[src/rtl/adc_seq_pkg.sv]
package adc_seq_pkg;

    typedef enum logic [3:0] {
        ST_OFF,
        ST_SETTLE,
        ST_IDLE,
        ST_TRACK,
        ST_XTRACK,
        ST_ARMED,
        ST_SAMPLE,
        ST_CAL,
        ST_CONV
    } seq_state_e;

    function automatic int unsigned max2(int unsigned a, int unsigned b);
        return (a > b) ? a : b;
    endfunction

endpackage

[src/rtl/adc_sync_rise.sv]
module adc_sync_rise (
    input  logic clk,
    input  logic rst_n,
    input  logic async_in,
    output logic rise
);
    logic meta_q, sync_q, prev_q;

    always_ff @(posedge clk or negedge rst_n) begin
        if (!rst_n) begin
            meta_q <= 1'b0;
            sync_q <= 1'b0;
            prev_q <= 1'b0;
        end else begin
            meta_q <= async_in;
            sync_q <= meta_q;
            prev_q <= sync_q;
        end
    end

    assign rise = sync_q & ~prev_q;

    AST_SYNC_RISE_SINGLE: assert property (@(posedge clk) disable iff (!rst_n)
        rise |=> !rise);

endmodule

[src/rtl/adc_seq_timer.sv]
module adc_seq_timer #(
    parameter int CNT_W = 4
) (
    input  logic             clk,
    input  logic             rst_n,
    input  logic             load,
    input  logic [CNT_W-1:0] load_val,
    output logic             expired
);
    logic [CNT_W-1:0] cnt_q;

    always_ff @(posedge clk or negedge rst_n) begin
        if (!rst_n) begin
            cnt_q <= '0;
        end else if (load) begin
            cnt_q <= load_val;
        end else if (cnt_q != '0) begin
            cnt_q <= cnt_q - 1'b1;
        end
    end

    assign expired = (cnt_q == '0);

endmodule

[src/rtl/adc_sar_core.sv]
module adc_sar_core #(
    parameter int RES_BITS = 10
) (
    input  logic                clk,
    input  logic                rst_n,
    input  logic                init,
    input  logic                step,
    input  logic                cmp_above,
    output logic [RES_BITS-1:0] code,
    output logic [RES_BITS-1:0] final_code,
    output logic                last
);
    localparam logic [RES_BITS-1:0] MSB_ONLY = {1'b1, {(RES_BITS-1){1'b0}}};

    logic [RES_BITS-1:0] kept_q;
    logic [RES_BITS-1:0] ptr_q;

    always_ff @(posedge clk or negedge rst_n) begin
        if (!rst_n) begin
            kept_q <= '0;
            ptr_q  <= '0;
        end else if (init) begin
            kept_q <= '0;
            ptr_q  <= MSB_ONLY;
        end else if (step) begin
            if (cmp_above) begin
                kept_q <= kept_q | ptr_q;
            end
            ptr_q <= ptr_q >> 1;
        end
    end

    assign code       = kept_q | ptr_q;
    assign final_code = cmp_above ? code : kept_q;
    assign last       = ptr_q[0];

    AST_SAR_PTR_WALKS: assert property (@(posedge clk) disable iff (!rst_n)
        (step && !init && !last && ptr_q != '0) |=> ptr_q == ($past(ptr_q) >> 1));

endmodule

[src/rtl/adc_seq_ctrl.sv]
module adc_seq_ctrl
    import adc_seq_pkg::*;
#(
    parameter int RES_BITS   = 10,
    parameter int SEL_W      = 4,
    parameter int NUM_SRC    = 9,
    parameter int SETTLE_CYC = 16,
    parameter int TRACK_CYC  = 8,
    parameter int XTRACK_CYC = 24,
    parameter int CAL_CYC    = 12
) (
    input  logic                clk,
    input  logic                rst_n,
    input  logic                cfg_enable,
    input  logic                cfg_start,
    input  logic                cfg_sync_mode,
    input  logic [SEL_W-1:0]    cfg_sel,
    input  logic                irq_en,
    input  logic                irq_clr,
    input  logic                sync_pin,
    input  logic                cmp_above,
    output logic [SEL_W-1:0]    amux_sel,
    output logic                trk_o,
    output logic                smp_o,
    output logic                cal_o,
    output logic                cnv_o,
    output logic [RES_BITS-1:0] dac_code,
    output logic [RES_BITS-1:0] result,
    output logic                data_valid,
    output logic                irq
);
    localparam int MAX_DUR = int'(max2(max2(SETTLE_CYC, TRACK_CYC), max2(XTRACK_CYC, CAL_CYC)));
    localparam int CNT_W   = $clog2(MAX_DUR + 1);

    localparam logic [CNT_W-1:0] SETTLE_LD = CNT_W'(SETTLE_CYC - 1);
    localparam logic [CNT_W-1:0] TRACK_LD  = CNT_W'(TRACK_CYC - 1);
    localparam logic [CNT_W-1:0] XTRACK_LD = CNT_W'(XTRACK_CYC - 1);
    localparam logic [CNT_W-1:0] CAL_LD    = CNT_W'(CAL_CYC - 1);
    localparam logic [SEL_W-1:0] SRC_LIMIT = SEL_W'(NUM_SRC);
    localparam logic [RES_BITS-1:0] MSB_ONLY = {1'b1, {(RES_BITS-1){1'b0}}};

    seq_state_e state_q, state_d;

    logic             start_q;
    logic [SEL_W-1:0] sel_q;
    logic             xtra_q;
    logic             start_edge, sel_chg;
    logic             sync_rise;
    logic             tmr_load, tmr_exp;
    logic [CNT_W-1:0] tmr_val;
    logic             sar_init, sar_step, sar_last;
    logic [RES_BITS-1:0] sar_code, sar_final;
    logic             seq_start, conv_done;

    // ---------------- input edge detection ----------------
    always_ff @(posedge clk or negedge rst_n) begin
        if (!rst_n) begin
            start_q <= 1'b0;
            sel_q   <= '0;
        end else begin
            start_q <= cfg_start;
            sel_q   <= cfg_sel;
        end
    end

    assign start_edge = cfg_start & ~start_q;
    assign sel_chg    = (cfg_sel != sel_q);
    assign amux_sel   = (sel_q < SRC_LIMIT) ? sel_q : '0;

    // ---------------- submodules ----------------
    adc_sync_rise u_sync (
        .clk      (clk),
        .rst_n    (rst_n),
        .async_in (sync_pin),
        .rise     (sync_rise)
    );

    adc_seq_timer #(.CNT_W(CNT_W)) u_timer (
        .clk      (clk),
        .rst_n    (rst_n),
        .load     (tmr_load),
        .load_val (tmr_val),
        .expired  (tmr_exp)
    );

    adc_sar_core #(.RES_BITS(RES_BITS)) u_sar (
        .clk        (clk),
        .rst_n      (rst_n),
        .init       (sar_init),
        .step       (sar_step),
        .cmp_above  (cmp_above),
        .code       (sar_code),
        .final_code (sar_final),
        .last       (sar_last)
    );

    // ---------------- next-state logic ----------------
    always_comb begin
        state_d   = state_q;
        tmr_load  = 1'b0;
        tmr_val   = '0;
        sar_init  = 1'b0;
        seq_start = 1'b0;
        if (!cfg_enable) begin
            state_d = ST_OFF;
        end else begin
            unique case (state_q)
                ST_OFF: begin
                    state_d  = ST_SETTLE;
                    tmr_load = 1'b1;
                    tmr_val  = SETTLE_LD;
                end
                ST_SETTLE: begin
                    if (tmr_exp) state_d = ST_IDLE;
                end
                ST_IDLE: begin
                    if (start_edge) begin
                        seq_start = 1'b1;
                        if (cfg_sync_mode) begin
                            state_d = ST_ARMED;
                        end else begin
                            state_d  = ST_TRACK;
                            tmr_load = 1'b1;
                            tmr_val  = TRACK_LD;
                        end
                    end
                end
                ST_TRACK: begin
                    if (tmr_exp) begin
                        if (xtra_q) begin
                            state_d  = ST_XTRACK;
                            tmr_load = 1'b1;
                            tmr_val  = XTRACK_LD;
                        end else begin
                            state_d = ST_SAMPLE;
                        end
                    end
                end
                ST_XTRACK: begin
                    if (tmr_exp) state_d = ST_SAMPLE;
                end
                ST_ARMED: begin
                    if (sync_rise) state_d = ST_SAMPLE;
                end
                ST_SAMPLE: begin
                    state_d  = ST_CAL;
                    tmr_load = 1'b1;
                    tmr_val  = CAL_LD;
                end
                ST_CAL: begin
                    if (tmr_exp) begin
                        state_d  = ST_CONV;
                        sar_init = 1'b1;
                    end
                end
                ST_CONV: begin
                    if (sar_last) state_d = ST_IDLE;
                end
                default: state_d = ST_OFF;
            endcase
        end
    end

    assign sar_step  = (state_q == ST_CONV);
    assign conv_done = cfg_enable && (state_q == ST_CONV) && sar_last;

    // ---------------- state register ----------------
    always_ff @(posedge clk or negedge rst_n) begin
        if (!rst_n) begin
            state_q <= ST_OFF;
            xtra_q  <= 1'b0;
        end else begin
            state_q <= state_d;
            if (seq_start) xtra_q <= sel_chg;
        end
    end

    // ---------------- phase outputs ----------------
    always_comb begin
        trk_o    = 1'b0;
        smp_o    = 1'b0;
        cal_o    = 1'b0;
        cnv_o    = 1'b0;
        dac_code = '0;
        unique case (state_q)
            ST_TRACK, ST_XTRACK, ST_ARMED: trk_o = 1'b1;
            ST_SAMPLE:                     smp_o = 1'b1;
            ST_CAL:                        cal_o = 1'b1;
            ST_CONV: begin
                cnv_o    = 1'b1;
                dac_code = sar_code;
            end
            default: ;
        endcase
    end

    // ---------------- result, valid flag, interrupt ----------------
    always_ff @(posedge clk or negedge rst_n) begin
        if (!rst_n) begin
            result     <= '0;
            data_valid <= 1'b0;
            irq        <= 1'b0;
        end else begin
            if (seq_start) begin
                data_valid <= 1'b0;
            end else if (conv_done) begin
                data_valid <= 1'b1;
                result     <= sar_final;
            end
            if (conv_done && irq_en) begin
                irq <= 1'b1;
            end else if (irq_clr) begin
                irq <= 1'b0;
            end
        end
    end

    // ---------------- assertions ----------------
    AST_OFF_QUIET: assert property (@(posedge clk) disable iff (!rst_n)
        !cfg_enable |=> !(trk_o || smp_o || cal_o || cnv_o));

    AST_SYNC_GATES_SAMPLE: assert property (@(posedge clk) disable iff (!rst_n)
        ($rose(smp_o) && $past(state_q == ST_ARMED)) |-> $past(sync_rise));

    AST_SAMPLE_BEFORE_CAL: assert property (@(posedge clk) disable iff (!rst_n)
        $rose(cal_o) |-> $past(smp_o));

    AST_CAL_BEFORE_CONV: assert property (@(posedge clk) disable iff (!rst_n)
        $rose(cnv_o) |-> $past(cal_o));

    AST_FIRST_TRIAL_MSB: assert property (@(posedge clk) disable iff (!rst_n)
        $rose(cnv_o) |-> dac_code == MSB_ONLY);

    AST_VALID_AFTER_CONV: assert property (@(posedge clk) disable iff (!rst_n)
        $rose(data_valid) |-> $past(cnv_o));

    AST_NO_VALID_IN_CONV: assert property (@(posedge clk) disable iff (!rst_n)
        cnv_o |-> !data_valid);

    AST_IRQ_GATED: assert property (@(posedge clk) disable iff (!rst_n)
        $rose(irq) |-> ($past(irq_en) && $past(cnv_o)));

endmodule

[config.mk]
export PLATFORM = sky130hd
export DESIGN_NAME = adc_seq_ctrl
export DESIGN_NICKNAME = d
export VERILOG_FILES = /design/src/rtl/adc_seq_pkg.sv /design/src/rtl/adc_sync_rise.sv /design/src/rtl/adc_seq_timer.sv /design/src/rtl/adc_sar_core.sv /design/src/rtl/adc_seq_ctrl.sv
export SDC_FILE = /design/constraint.sdc
export NUM_CORES = 1
export LEC_CHECK = 0
export BUFFER_PORTS_ARGS = -buffer_cell sky130_fd_sc_hd__buf_2
export CAP_MARGIN = 10
export CORE_ASPECT_RATIO = 0.9
export CORE_MARGIN = 1.5
export CORE_UTILIZATION = 30
export CTS_CLUSTER_DIAMETER = 80
export DETAILED_ROUTE_END_ITERATION = 7
export GPL_TIMING_DRIVEN = 0
export SLEW_MARGIN = 20
export SYNTH_ARGS = -nofsm -noshare
export SYNTH_HDL_FRONTEND = slang
export SYNTH_HIERARCHICAL = 1
export SYNTH_SLANG_ARGS = --single-unit
[constraint.sdc]
create_clock -name clk -period 1.95 [get_ports clk]
set_clock_uncertainty 0.1 [all_clocks]
set_input_delay 0.39 -clock clk [delete_from_list [all_inputs] [get_ports clk]]
set_output_delay 0.39 -clock clk [all_outputs]
set_load 0.1 [all_outputs]
==> key figures <==
Finish
  • Final Non-Filler Cells: 406
  • Final #Nets: 320
  • Fin area: 0.00353 sq mm
  • Share of cells above drive strength 1: 46.6%
  • End-of-flow core utilization: 43.5%
  • Most common cell after layout, fill and taps aside: dfrtp_1
  • Area delta synth->final: 39.8%
  • Commonest non-fill, non-tap cells in the layout: dfrtp_1, buf_2, nor2_1
  • Ant. Diodes: 0

STA
  • Worst hold slack: -0.00316 ns
  • Worst slew margin: 56.5%
  • Final setup viols: 13
  • Tcrit/Tclk final: 107%
  • Worst slew pin tran: 0.653 ns
  • Max Clk Rate: 481 MHz
  • PnR worst setup slack: -0.128 ns
  • Final Max Slew Viols: 0
  • Final hold vios: 2
  • Clock period minus worst slack: 2.08 ns
  • Final setup TNS: -1.15 ns
  • RSZ-0062 raised after global routing: true

Synth
  • Register bit total from synthesis: 50
  • Mean Syn Cell Area: 10.6 sq um
  • Post-synth EDFFs: 0
  • Synth Flop Type: dfrtp_1
  • Register area share after synthesis: 49.6%
  • Mapped Cells: 238
  • Syn_nets: 252
  • Post-Syn Area: 0.00252 sq mm
  • Synth Warn #: 6
  • FFs w/ async S/R, synth: 100%
  • Synth cell types: 45

Worst setup path
  • CP cell instances: nand2b_4, nor3_4, buf_6, clkbuf_16, and2_4, buf_12
  • Critical Path Max Stage Delay: 0.42 ns
  • Setup crit end kind: primary output
  • Critical path arrival: 1.59 ns
  • Slowest stage cell, crit path: dfrtp_2
  • CP max FO: 6
  • CP Class: reg -> out
  • CP Launch Type: flop
  • Required time worst endpoint: 1.46 ns

Placement
  • DP Wirelength: 3570 um
  • DP Area: 0.00298 sq mm
  • Dpl cells: 378
  • Dpl ws: -0.280 ns
  • Number of buffers added on ports: 41
  • Placer congestion estimate: 0.818

Hold path
  • HP Class: in -> async

Die
  • Num rows: 31
  • Die Width: 99.7 um
  • Core footprint: 0.00811 sq mm
  • Initial Util: 31.1%
  • Die area: 0.00897 sq mm
  • Die height: 90.0 um
  • # IOs: 43

CTS
  • Hold-fix buffers at CTS: 0
  • CTS tree: done
  • Clock insertion delay at the later pin of the skew report: 0.31 ns
  • Clock Tree Root: clkbuf_8
  • CTS Buf Count: 5
  • Clock sinks: 50
  • H-tree depth: 2
  • Clock Path Buffers: 2
  • CTS clk-pin slew, worst paths: 0.10 ns

Detailed routing
  • Total Wirelength: 5880 um
  • Avg WL per Cell: 14.5 um
  • DRT Pass-1 Iters: 4
  • Drt drc: 0
  • ANT nets after route: 0
  • Total number of vias: 1937
  • Post-DR vias/cell: 4.77
  • Initial DRC count: 159

Global route
  • Number of global-route vias before repair: 1931
  • GRT overflow: 0
  • Pin count of the biggest net entering global routing: 51
  • Global-route wire length before repair: 9850 um
  • Initial antenna violation count: 0
  • Tot GR Track Use: 13.9%

Power
  • Internal Power: 2.23 mW
  • P per Cell Area: 991 mW/mm^2
  • Power share of the combinational group: 40.1%
  • Net switching power: 1.26 mW
  • Switching fraction of total power: 36.1%
  • Maximum VDD drop: 0.422 mV
  • Pwr Total: 3.49 mW
  • Clk pwr share: 22.5%
  • Seq pwr share: 37.4%
  • LEAKAGE: 1.68 nW

Flow run
  • Max_cap viols: 0

Outcome
  • Status: finished, violations left
  • Violated checks: hold timing, setup timing
[repair_timing]
| action | in CTS | in global routing |
|---|---|---|
| setup buffers | 12 | 6 |
| setup endpoints to repair | 30 | 26 |
| gates resized for setup | 61 | 23 |
| pin swaps | 9 | 5 |
| cloned | 1 | 1 |
[cells in the mapped netlist (3+ instances only)]
| cell | count | area, sq um |
|---|---|---|
| nand2b_1 | 5 | 31.3 |
| nand2_1 | 15 | 56.3 |
| a21o_1 | 12 | 90.1 |
| xnor2_1 | 4 | 35.0 |
| nor2_1 | 28 | 105 |
| nor2b_1 | 4 | 25.0 |
| and2_1 | 10 | 62.6 |
| or2_2 | 10 | 62.6 |
| xor2_1 | 4 | 35.0 |
| o31ai_1 | 3 | 22.5 |
| clkbuf_1 | 5 | 18.8 |
| mux2_2 | 3 | 33.8 |
| nor3_1 | 3 | 15.0 |
| dfrtp_1 | 50 | 1250 |
| inv_1 | 8 | 30.0 |
| a31oi_1 | 11 | 68.8 |
| o21ai_0 | 7 | 35.0 |
| mux2i_1 | 13 | 130 |
| buf_2 | 5 | 25.0 |
| mux2_4 | 8 | 120 |
[per-layer routing]
layer | track usage, % | up-vias | routed length, um
met1 | 20.0 | 941 | 2800
met2 | 21.2 | 41 | 2790
li1 | - | 948 | -
met4 | 4.23 | 0 | 68
met3 | 2.80 | 7 | 216
met5 | 0 | - | 0
[state kept, by name (all words and copies together), names as in the netlist]
name           flops
u_sar/kept_q      10
result            10
data_valid         1
xtra_q             1
u_sar/ptr_q       10
start_q            1
u_timer/cnt_q      5
u_sync/sync_q      1
sel_q              4
u_sync/meta_q      1
u_sync/prev_q      1
state_q            4
irq                1
[critical path, delay by kind of cell, from the launching register on]
family        cells  cell delay [ns]
flops             1             0.42
buf+inv           3             0.45
simple gates      3             0.41
[layout make-up]
class | instances | area (sq um)
Buffer | 12 | 123
Clock buffer | 6 | 82.6
Clock inverter | 2 | 38.8
Fill cell | 754 | 4580
Inverter | 8 | 30.0
Multi-Input combinational cell | 168 | 1300
Sequential cell | 50 | 1260
Tap cell | 99 | 124
Timing Repair Buffer | 61 | 571
[worst paths after layout]
kind	from	end	slack, ns	depth (start not counted)
min in group clk	sync_pin	u_sync/meta_q$_DFF_PN0_	0.09	1
min	rst_n	result[3]$_DFFE_PN0P_	-0.003	1
max reg2reg	u_timer/cnt_q[0]$_DFFE_PN0P_	u_timer/cnt_q[2]$_DFFE_PN0P_	-0.03	11
min reg2reg	u_sync/meta_q$_DFF_PN0_	u_sync/sync_q$_DFF_PN0_	0.26	0
max in group asynchronous	rst_n	state_q[3]$_DFFE_PN0P_	1.28	1
max	state_q[2]$_DFFE_PN0P_	dac_code[8]	-0.13	6
[cells by family (layout without fill, tap and decap cells)]
kind of cell / Yosys count / in the layout / share of synthesized area, %
adders and majority gates: 1 / 1 / 0.496
and+or+nand+nor: 91 / 91 / 19.9
AOI/OAI and AO/OA: 44 / 44 / 11.8
buffers and inverters: 20 / 89 / 4.17
DFF: 50 / 50 / 49.6
xor gates and xnor gates: 8 / 8 / 2.78
muxes: 24 / 24 / 11.3
[power by group through the flow]
stage               clock, mW  combinational [mW]  sequential (mW)
floorplan                   0               0.813             1.37
global placement            0                1.03             1.33
detailed placement          0                1.04             1.34
CTS                     0.809                1.18             1.30
global route            0.856                1.52             1.32
finish                  0.788                1.40             1.31
No activity file was read; power rests on OpenSTA's default activity.
